===== src/rtl/strobe_bus_master.sv =====
module strobe_bus_master #(
  parameter int TMO_CYCLES = 64
) (
  input  logic        clk,
  input  logic        rst_n,
  input  logic        req_valid,
  output logic        req_ready,
  input  logic [31:2] req_addr,
  input  logic [2:0]  req_space,
  input  logic        req_write,
  input  logic [3:0]  req_be,
  input  logic [31:0] req_wdata,
  output logic        rsp_done,
  output logic [31:0] rsp_rdata,
  output logic        rsp_err,
  output logic [31:0] bus_ad_o,
  output logic        bus_ad_oe,
  input  logic [31:0] bus_ad_i,
  output logic [5:0]  bus_lo_addr,
  output logic [2:0]  bus_space,
  output logic        bus_read,
  output logic        bus_fcs_n,
  output logic        bus_doe,
  output logic [3:0]  bus_ds_n,
  input  logic        bus_dtack_n,
  input  logic        bus_berr_n
);

  localparam int CW = $clog2(TMO_CYCLES + 1);

  typedef enum logic [2:0] {
    S_IDLE, S_ADDR, S_FCS, S_TURN, S_DOE, S_WDAT, S_STRB, S_END
  } state_t;

  state_t       st;
  logic [31:2]  a_q;
  logic [2:0]   sp_q;
  logic         wr_q;
  logic [3:0]   be_q;
  logic [31:0]  wd_q;
  logic [CW-1:0] cnt;
  logic [1:0]   dt_sync, be_sync;

  wire ack_seen  = !dt_sync[1];
  wire berr_seen = !be_sync[1];
  wire live      = st inside {S_FCS, S_TURN, S_DOE, S_WDAT, S_STRB};
  wire addr_ph   = st inside {S_ADDR, S_FCS};

  always_ff @(posedge clk or negedge rst_n) begin
    if (!rst_n) begin
      dt_sync <= 2'b11;
      be_sync <= 2'b11;
    end else begin
      dt_sync <= {dt_sync[0], bus_dtack_n};
      be_sync <= {be_sync[0], bus_berr_n};
    end
  end

  always_ff @(posedge clk or negedge rst_n) begin
    if (!rst_n) begin
      st        <= S_IDLE;
      a_q       <= '0;
      sp_q      <= '0;
      wr_q      <= 1'b0;
      be_q      <= 4'hF;
      wd_q      <= '0;
      cnt       <= '0;
      rsp_rdata <= '0;
      rsp_err   <= 1'b0;
    end else if (live && berr_seen) begin
      st        <= S_END;
      rsp_err   <= 1'b1;
      rsp_rdata <= '0;
    end else begin
      case (st)
        S_IDLE: if (req_valid) begin
          a_q  <= req_addr;
          sp_q <= req_space;
          wr_q <= req_write;
          be_q <= (req_be == 4'h0) ? 4'hF : req_be;
          wd_q <= req_wdata;
          st   <= S_ADDR;
        end
        S_ADDR: if (!ack_seen && !berr_seen) st <= S_FCS;
        S_FCS:  st <= S_TURN;
        S_TURN: st <= S_DOE;
        S_DOE: begin
          cnt <= '0;
          st  <= wr_q ? S_WDAT : S_STRB;
        end
        S_WDAT: st <= S_STRB;
        S_STRB: begin
          if (ack_seen) begin
            rsp_rdata <= wr_q ? 32'h0 : bus_ad_i;
            rsp_err   <= 1'b0;
            st        <= S_END;
          end else if (cnt == CW'(TMO_CYCLES - 1)) begin
            rsp_rdata <= '0;
            rsp_err   <= 1'b1;
            st        <= S_END;
          end else begin
            cnt <= cnt + 1'b1;
          end
        end
        default: st <= S_IDLE;
      endcase
    end
  end

  assign req_ready   = (st == S_IDLE);
  assign rsp_done    = (st == S_END);
  assign bus_ad_oe   = addr_ph || (wr_q && st inside {S_WDAT, S_STRB});
  assign bus_ad_o    = addr_ph ? {a_q[31:8], 8'h00} : wd_q;
  assign bus_lo_addr = a_q[7:2];
  assign bus_space   = sp_q;
  assign bus_read    = !wr_q;
  assign bus_fcs_n   = !live;
  assign bus_doe     = st inside {S_DOE, S_WDAT, S_STRB};
  assign bus_ds_n    = (st == S_STRB) ? ~be_q : 4'hF;

  AST_READY_IDLE: assert property (@(posedge clk) disable iff (!rst_n)
    req_ready |-> bus_fcs_n && !bus_doe && bus_ds_n == 4'hF);
  AST_DONE_PULSE: assert property (@(posedge clk) disable iff (!rst_n)
    rsp_done |=> !rsp_done);
  AST_ADDR_BEFORE_FCS: assert property (@(posedge clk) disable iff (!rst_n)
    $fell(bus_fcs_n) |-> $past(bus_ad_oe) && bus_ad_oe);
  AST_AD_RELEASE: assert property (@(posedge clk) disable iff (!rst_n)
    $rose(bus_doe) |-> !bus_ad_oe && !$past(bus_fcs_n));
  AST_DS_IN_DATA_PHASE: assert property (@(posedge clk) disable iff (!rst_n)
    bus_ds_n != 4'hF |-> bus_doe && !bus_fcs_n);
  AST_READ_NO_DRIVE: assert property (@(posedge clk) disable iff (!rst_n)
    bus_doe && bus_read |-> !bus_ad_oe);
  AST_WDATA_FIRST: assert property (@(posedge clk) disable iff (!rst_n)
    (!bus_read && bus_ds_n != 4'hF && $past(bus_ds_n) == 4'hF)
      |-> $past(bus_ad_oe) && $stable(bus_ad_o));
  AST_END_NEEDS_DS: assert property (@(posedge clk) disable iff (!rst_n)
    ($rose(bus_fcs_n) && !rsp_err) |-> $past(bus_ds_n) != 4'hF);
  AST_END_RELEASE: assert property (@(posedge clk) disable iff (!rst_n)
    rsp_done |-> bus_fcs_n && !bus_doe && !bus_ad_oe && bus_ds_n == 4'hF);

endmodule


===== config.mk =====
export PLATFORM = sky130hd
export DESIGN_NAME = strobe_bus_master
export DESIGN_NICKNAME = d
export VERILOG_FILES = /design/src/rtl/strobe_bus_master.sv
export SDC_FILE = /design/constraint.sdc
export NUM_CORES = 1
export LEC_CHECK = 0
export BUFFER_PORTS_ARGS = -buffer_cell sky130_fd_sc_hd__buf_2
export CORE_MARGIN = 2
export CORE_UTILIZATION = 35
export DETAILED_ROUTE_END_ITERATION = 6
export PLACE_DENSITY = 0.7
export SLEW_MARGIN = 10
export SYNTH_ARGS = -nofsm -noshare
export SYNTH_HDL_FRONTEND = slang
export SYNTH_SLANG_ARGS = --single-unit
export TNS_END_PERCENT = 20

===== constraint.sdc =====
create_clock -name clk -period 3.17 [get_ports clk]
set_input_delay 0.1585 -clock clk [delete_from_list [all_inputs] [get_ports clk]]
set_output_delay 0.1585 -clock clk [all_outputs]
set_load 0.02 [all_outputs]

== After elaboration in Yosys (flattened, before gate mapping) ==
Cells that the tools add are included.
Word-level totals
  bits in registers: 117
  latch bits: 0
  memory bits (writable): 0
  bits in read-only memories: 0
  input bits: 107
  output and inout port bits: 84
  memories: 0
Cells by class
  add/sub/neg operators: 1
  multipliers: 0
  div/mod/pow operators: 0
  $lt $le $gt $ge: 0
  equal/unequal tests: 14
  shift operators: 0
  multiplexer cells: 22
  bitwise logic cells: 2
  reduce and logical (&&, ||, !) cells: 19
Operators with widths (number)
  32-bit 2-to-1 mux: 6
  3-bit one-hot mux with 7 select lines: 1
  3-bit 2-to-1 mux: 5
  7-bit 2-to-1 mux: 2
  7-bit one-hot mux with 2 select lines: 1
  3-bit == test (second input constant): 4
  4-bit 2-to-1 mux: 2
  2-bit nonzero test: 4
  7-bit by 1-bit adder with 7-bit output (second input constant): 1
  7-bit by 6-bit == test with 1-bit output (second input constant): 1
  3-bit by 2-bit == test with 1-bit output (second input constant): 2
  3-bit by 1-bit != test with 1-bit output (second input constant): 2
  3-bit AND reduction: 2
  5-bit nonzero test: 1
  4-bit logical NOT: 1
  1-bit 2-to-1 mux: 4
  2-bit != test (second input constant): 2
  4-bit != test (second input constant): 1
  4-bit inverter: 1
  4-bit AND reduction: 1
  3-bit by 1-bit == test with 1-bit output (second input constant): 1
  1-bit logical AND: 3
  1-bit logical NOT: 3
  3-bit logical NOT: 1
  other kinds (6): 6

== Longest topological paths before layout ==
  depth after elaboration: 5
  gate-level depth with buffers: 7
  gate-level depth less buffers: 5

== Least setup slack after synthesis ==
Ideal clock, no wire load.
  path type: flip-flop to flip-flop
  start: reg st[0]
  end: reg a_q[2] (netlist bit)
  arrival time: 1.582 ns
  data required time: 3.045 ns
  path slack: 1.463 ns
  cell stages (with the launch flop): 7
  buffers on the path: 3
  period minus slack after synthesis: 1.707 ns
  cells stage by stage: dfrtp_1 -> buf_6 -> nor3_4 -> and2_4 -> buf_8 -> buf_12 -> mux2_4
RTL lines
  start: declaration: RTL line 35  | state_t st;
  start signal: assignment: RTL line 89  | st <= wr_q ? S_WDAT : S_STRB;
  3-bit logical NOT
  net req_ready: RTL line 7  | output logic req_ready,
  3-bit AND reduction (no source line)
  end signal: assignment: RTL line 77  | a_q <= req_addr;
  end: declaration: RTL line 36  | logic [31:2] a_q;
The timed path passes the listed nets, and every way through them passes these cells.
A chain may end at the register's enable or synchronous reset.

== Worst setup path in the final report ==
  start: reg st[1]
  end: out bus_ad_o[29]
Between the ends
  cells in the longest elaborated chain, start to end: 3
Ends and longest elaborated chain
  3-bit by 1-bit == test with 1-bit output or 3-bit by 2-bit == test with 1-bit output (tied branches): RTL line 47  | wire addr_ph = st inside {S_ADDR, S_FCS};
  2-bit nonzero test (*): RTL line 47
  32-bit 2-to-1 mux (*): RTL line 113  | assign bus_ad_o = addr_ph ? {a_q[31:8], 8'h00} : wd_q;
  end: declaration: RTL line 16  | output logic [31:0] bus_ad_o,
Mark *: on every way between the ends. The rest lies on a longest branch, timed or not.

==> impl_metrics.json <==
{
  "nets": 760,
  "cts_tree": "yes",
  "fin_tns_setup_ns": 0,
  "htreeDepth": 4,
  "initial_core_util": 0.3605,
  "synth_area_leaders": "dfrtp_1 (52%), mux2_4 (11%), mux2_2 (11%)",
  "worstMarginPinSlew_ns": 0.8517,
  "grt_usage": 0.1701,
  "rrSetupSlack_ns": 0.90,
  "port_buffers": 190,
  "die_area_um2": 16080,
  "gr-total-overflow": 0,
  "setup_viol": 0,
  "r2r_end": "rsp_rdata[11]",
  "drive_gt1_frac": 0.5068,
  "dr.pass1.iters": 4,
  "grt_max_degree": 66,
  "synthAdderAreaFrac": 0.002370,
  "rsz0062_at_grt": "false",
  "cts-root-buf": "clkbuf_16",
  "fin_skew_ns": 0.007103,
  "synth_fp_nets": 474,
  "cts_buffers": 17,
  "ys_seq_area_frac": 0.5565,
  "max_slew_margin": 0.4309,
  "fin_crit_ns": 2.567,
  "ir_drop_v": 0.0005287,
  "status": "complete, no violations",
  "critPathLaunchType": "flip-flop",
  "detail_route.vias_per_cell": 4.804,
  "synth-simple-area-share": 0.06234,
  "worstPathArrival_ns": 2.41,
  "num_io_pins": 191,
  "synth_top_family_by_area": "multiplexers",
  "critPathCaptureType": "primary output",
  "hold_start": "req_be[2]",
  "synth_area_leader_cell": "dfrtp_1",
  "synth-seq-cells": 117,
  "p_leak_nw": 3.838,
  "syn_inst": 366,
  "cts_setup_buffers": 0,
  "hold_depth": 3,
  "hold_viol": 0,
  "fin_crit_sh": 0.8096,
  "die_x_um": 126.8,
  "post_drt_wl_per_cell_um": 15.70,
  "clock_path_buffers": 2,
  "critical_path.cell_chain": "xnor2_1, nor2_2, buf_4, mux2_2, buf_2",
  "worstRegToRegCells": 4,
  "antenna_left": 0,
  "max_stage_delay_ns": 0.73,
  "clk_pin_slew_ns": 0.06,
  "path_class": "reg2out",
  "synth_area_um2": 5279,
  "max_freq_mhz": 389.6,
  "clkSinkCount": 117,
  "rows": 44,
  "hold-path-endpoint": "be_q[2]",
  "drtIter0Drc": 177,
  "cp.required_ns": 3.01,
  "num_antenna_cells": 0,
  "power_density_nw_per_um2": 923.5,
  "synth_compound_area_frac": 0.09599,
  "cp_max_fo": 32,
  "grt_first_pass_wirelength_mm": 21.80,
  "syn_to_final_growth_pct": 48.59,
  "synth_top_area_share": 0.5167,
  "avgSynthCellArea_um2": 14.42,
  "drc": 0,
  "gp_congestion": 0.7919,
  "crit_slowest_cell": "dfrtp_1",
  "synth_xor_xnor_area_share": 0.001659,
  "muxShareOfSynthArea": 0.2245,
  "holdWs_ns": 0.04252,
  "maxCapViolCount": 0,
  "timing.rr.start": "st[1]",
  "drv_slew": 0,
  "routed-via-count": 4079,
  "antenna_found_initial": 0,
  "ys_warn_count": 0,
  "dp_hpwl_mm": 8.180,
  "first_global_vias": 4452,
  "die_h_um": 126.8,
  "hold_class": "in2reg",
  "fp.coreArea_um2": 14640,
  "clk-insertion-delay-late_ns": 0.41,
  "ys_types": 47,
  "routed_wl_mm": 13.33
}
[placed cells by master (no fill, tap or decap), drive strengths merged]
cell / instances
a211oi: 2
a21bo: 1
a21boi: 3
a21o: 1
a21oi: 14
a22o: 34
a311o: 1
a311oi: 1
a31oi: 3
and2: 2
and3: 3
and3b: 1
and4b: 1
buf: 194
bufinv: 2
clkbuf: 20
clkinv: 4
clkinvlp: 6
dfrtp: 109
dfstp: 8
dlygate4sd3: 101
ha: 1
inv: 5
mux2: 91
mux2i: 1
nand2: 9
nand2b: 1
nand3: 1
nand3b: 2
nand4: 1
nor2: 19
nor2b: 8
nor3: 7
o21ai: 4
o22ai: 1
o32ai: 1
or2: 1
xnor2: 1
[worst max-delay path, delay by kind of cell, from the launching register on]
family | cells | cell delay, ns
xor gates and xnor gates | 1 | 0.20
muxes | 1 | 0.39
and+or+nand+nor | 1 | 0.10
DFF | 1 | 0.73
buffers and inverters | 2 | 0.54
[routing by layer]
layer,vias to the layer above,track usage,routed length [µm]
met5,-,0,0
met4,0,0.07628,259
met3,23,0.04682,784
met2,156,0.2938,6750
met1,2009,0.1977,5534
li1,1891,-,-
[state kept, by name, summed over array words and instances, names as in the netlist]
name	cells
wd_q	32
be_q	4
wr_q	1
rsp_rdata	32
be_sync	2
bus_space	3
rsp_err	1
st	3
dt_sync	2
a_q	30
cnt	7
[power by group]
part | switching (mW) | internal [mW]
clock | 0.674 | 1.21
combinational | 1.51 | 1.41
sequential | 0.385 | 2.06
[worst max path at each step]
stage               start       endpoint  slack (ns)  depth (start not counted)
floorplan           st[0]         a_q[2]        1.46                          6
global placement    st[1]  rsp_rdata[12]        1.04                          4
detailed placement  st[1]  rsp_rdata[16]        0.91                          4
CTS                 st[1]   bus_ad_o[11]        0.58                          5
global route        st[1]   bus_ad_o[29]        0.45                          5
finish              st[1]   bus_ad_o[29]        0.60                          5
[layout make-up]
type,count,area (µm²)
Multi-Input combinational cell,216,2042
Clock buffer,20,466.7
Sequential cell,117,2938
Inverter,5,18.77
Tap cell,184,230.2
Timing Repair Buffer,295,2019
Clock inverter,12,128.9
Fill cell,1191,6800
[synth_stat cells, drive strengths merged]
cell,number
buf,27
nor3,7
mux2i,1
nor2b,8
o32ai,1
a21bo,1
dfrtp,109
nor2,19
a311o,1
a211oi,2
o22ai,1
mux2,91
a22o,34
and2,2
a21o,1
ha,1
and4b,1
nand4,1
nand2,9
dfstp,8
a31oi,3
o21ai,4
a21boi,3
or2,1
a311oi,1
nand2b,1
and3b,1
inv,5
xnor2,1
clkbuf,1
and3,3
nand3,1
a21oi,14
nand3b,2
[stage by stage]
| step | total power [mW] | cells | instance area (µm²) | util | worst slack [ns] |
|---|---|---|---|---|---|
| after floorplan | 4.577 | 366 | 5279 | - | 1.463 |
| after global placement | 5.171 | 716 | 6237 | 0.4259 | 1.039 |
| after detailed placement | 5.275 | 716 | 6237 | 0.4259 | 0.9096 |
| after CTS | 7.295 | 848 | 7834 | 0.5349 | 0.5799 |
| after global routing | 7.662 | 849 | 7844 | 0.5356 | 0.4512 |
| final | 7.244 | 849 | 7844 | 0.5356 | 0.6035 |
[kinds of logic after synthesis]
| logic type | after synthesis |
|---|---|
| buffers and inverters | 33 |
| multiplexers | 92 |
| AO/OA/AOI/OAI | 66 |
| AND/OR/NAND/NOR | 56 |
| adder cells (fa/ha/maj) | 1 |
| flip-flops | 117 |
| XOR/XNOR | 1 |
[timing repair]
action	CTS	global route
endpoints found under the hold margin	151	1
hold buffers	100	1
resized for setup	0	0
No activity file was read; power rests on OpenSTA's default activity.
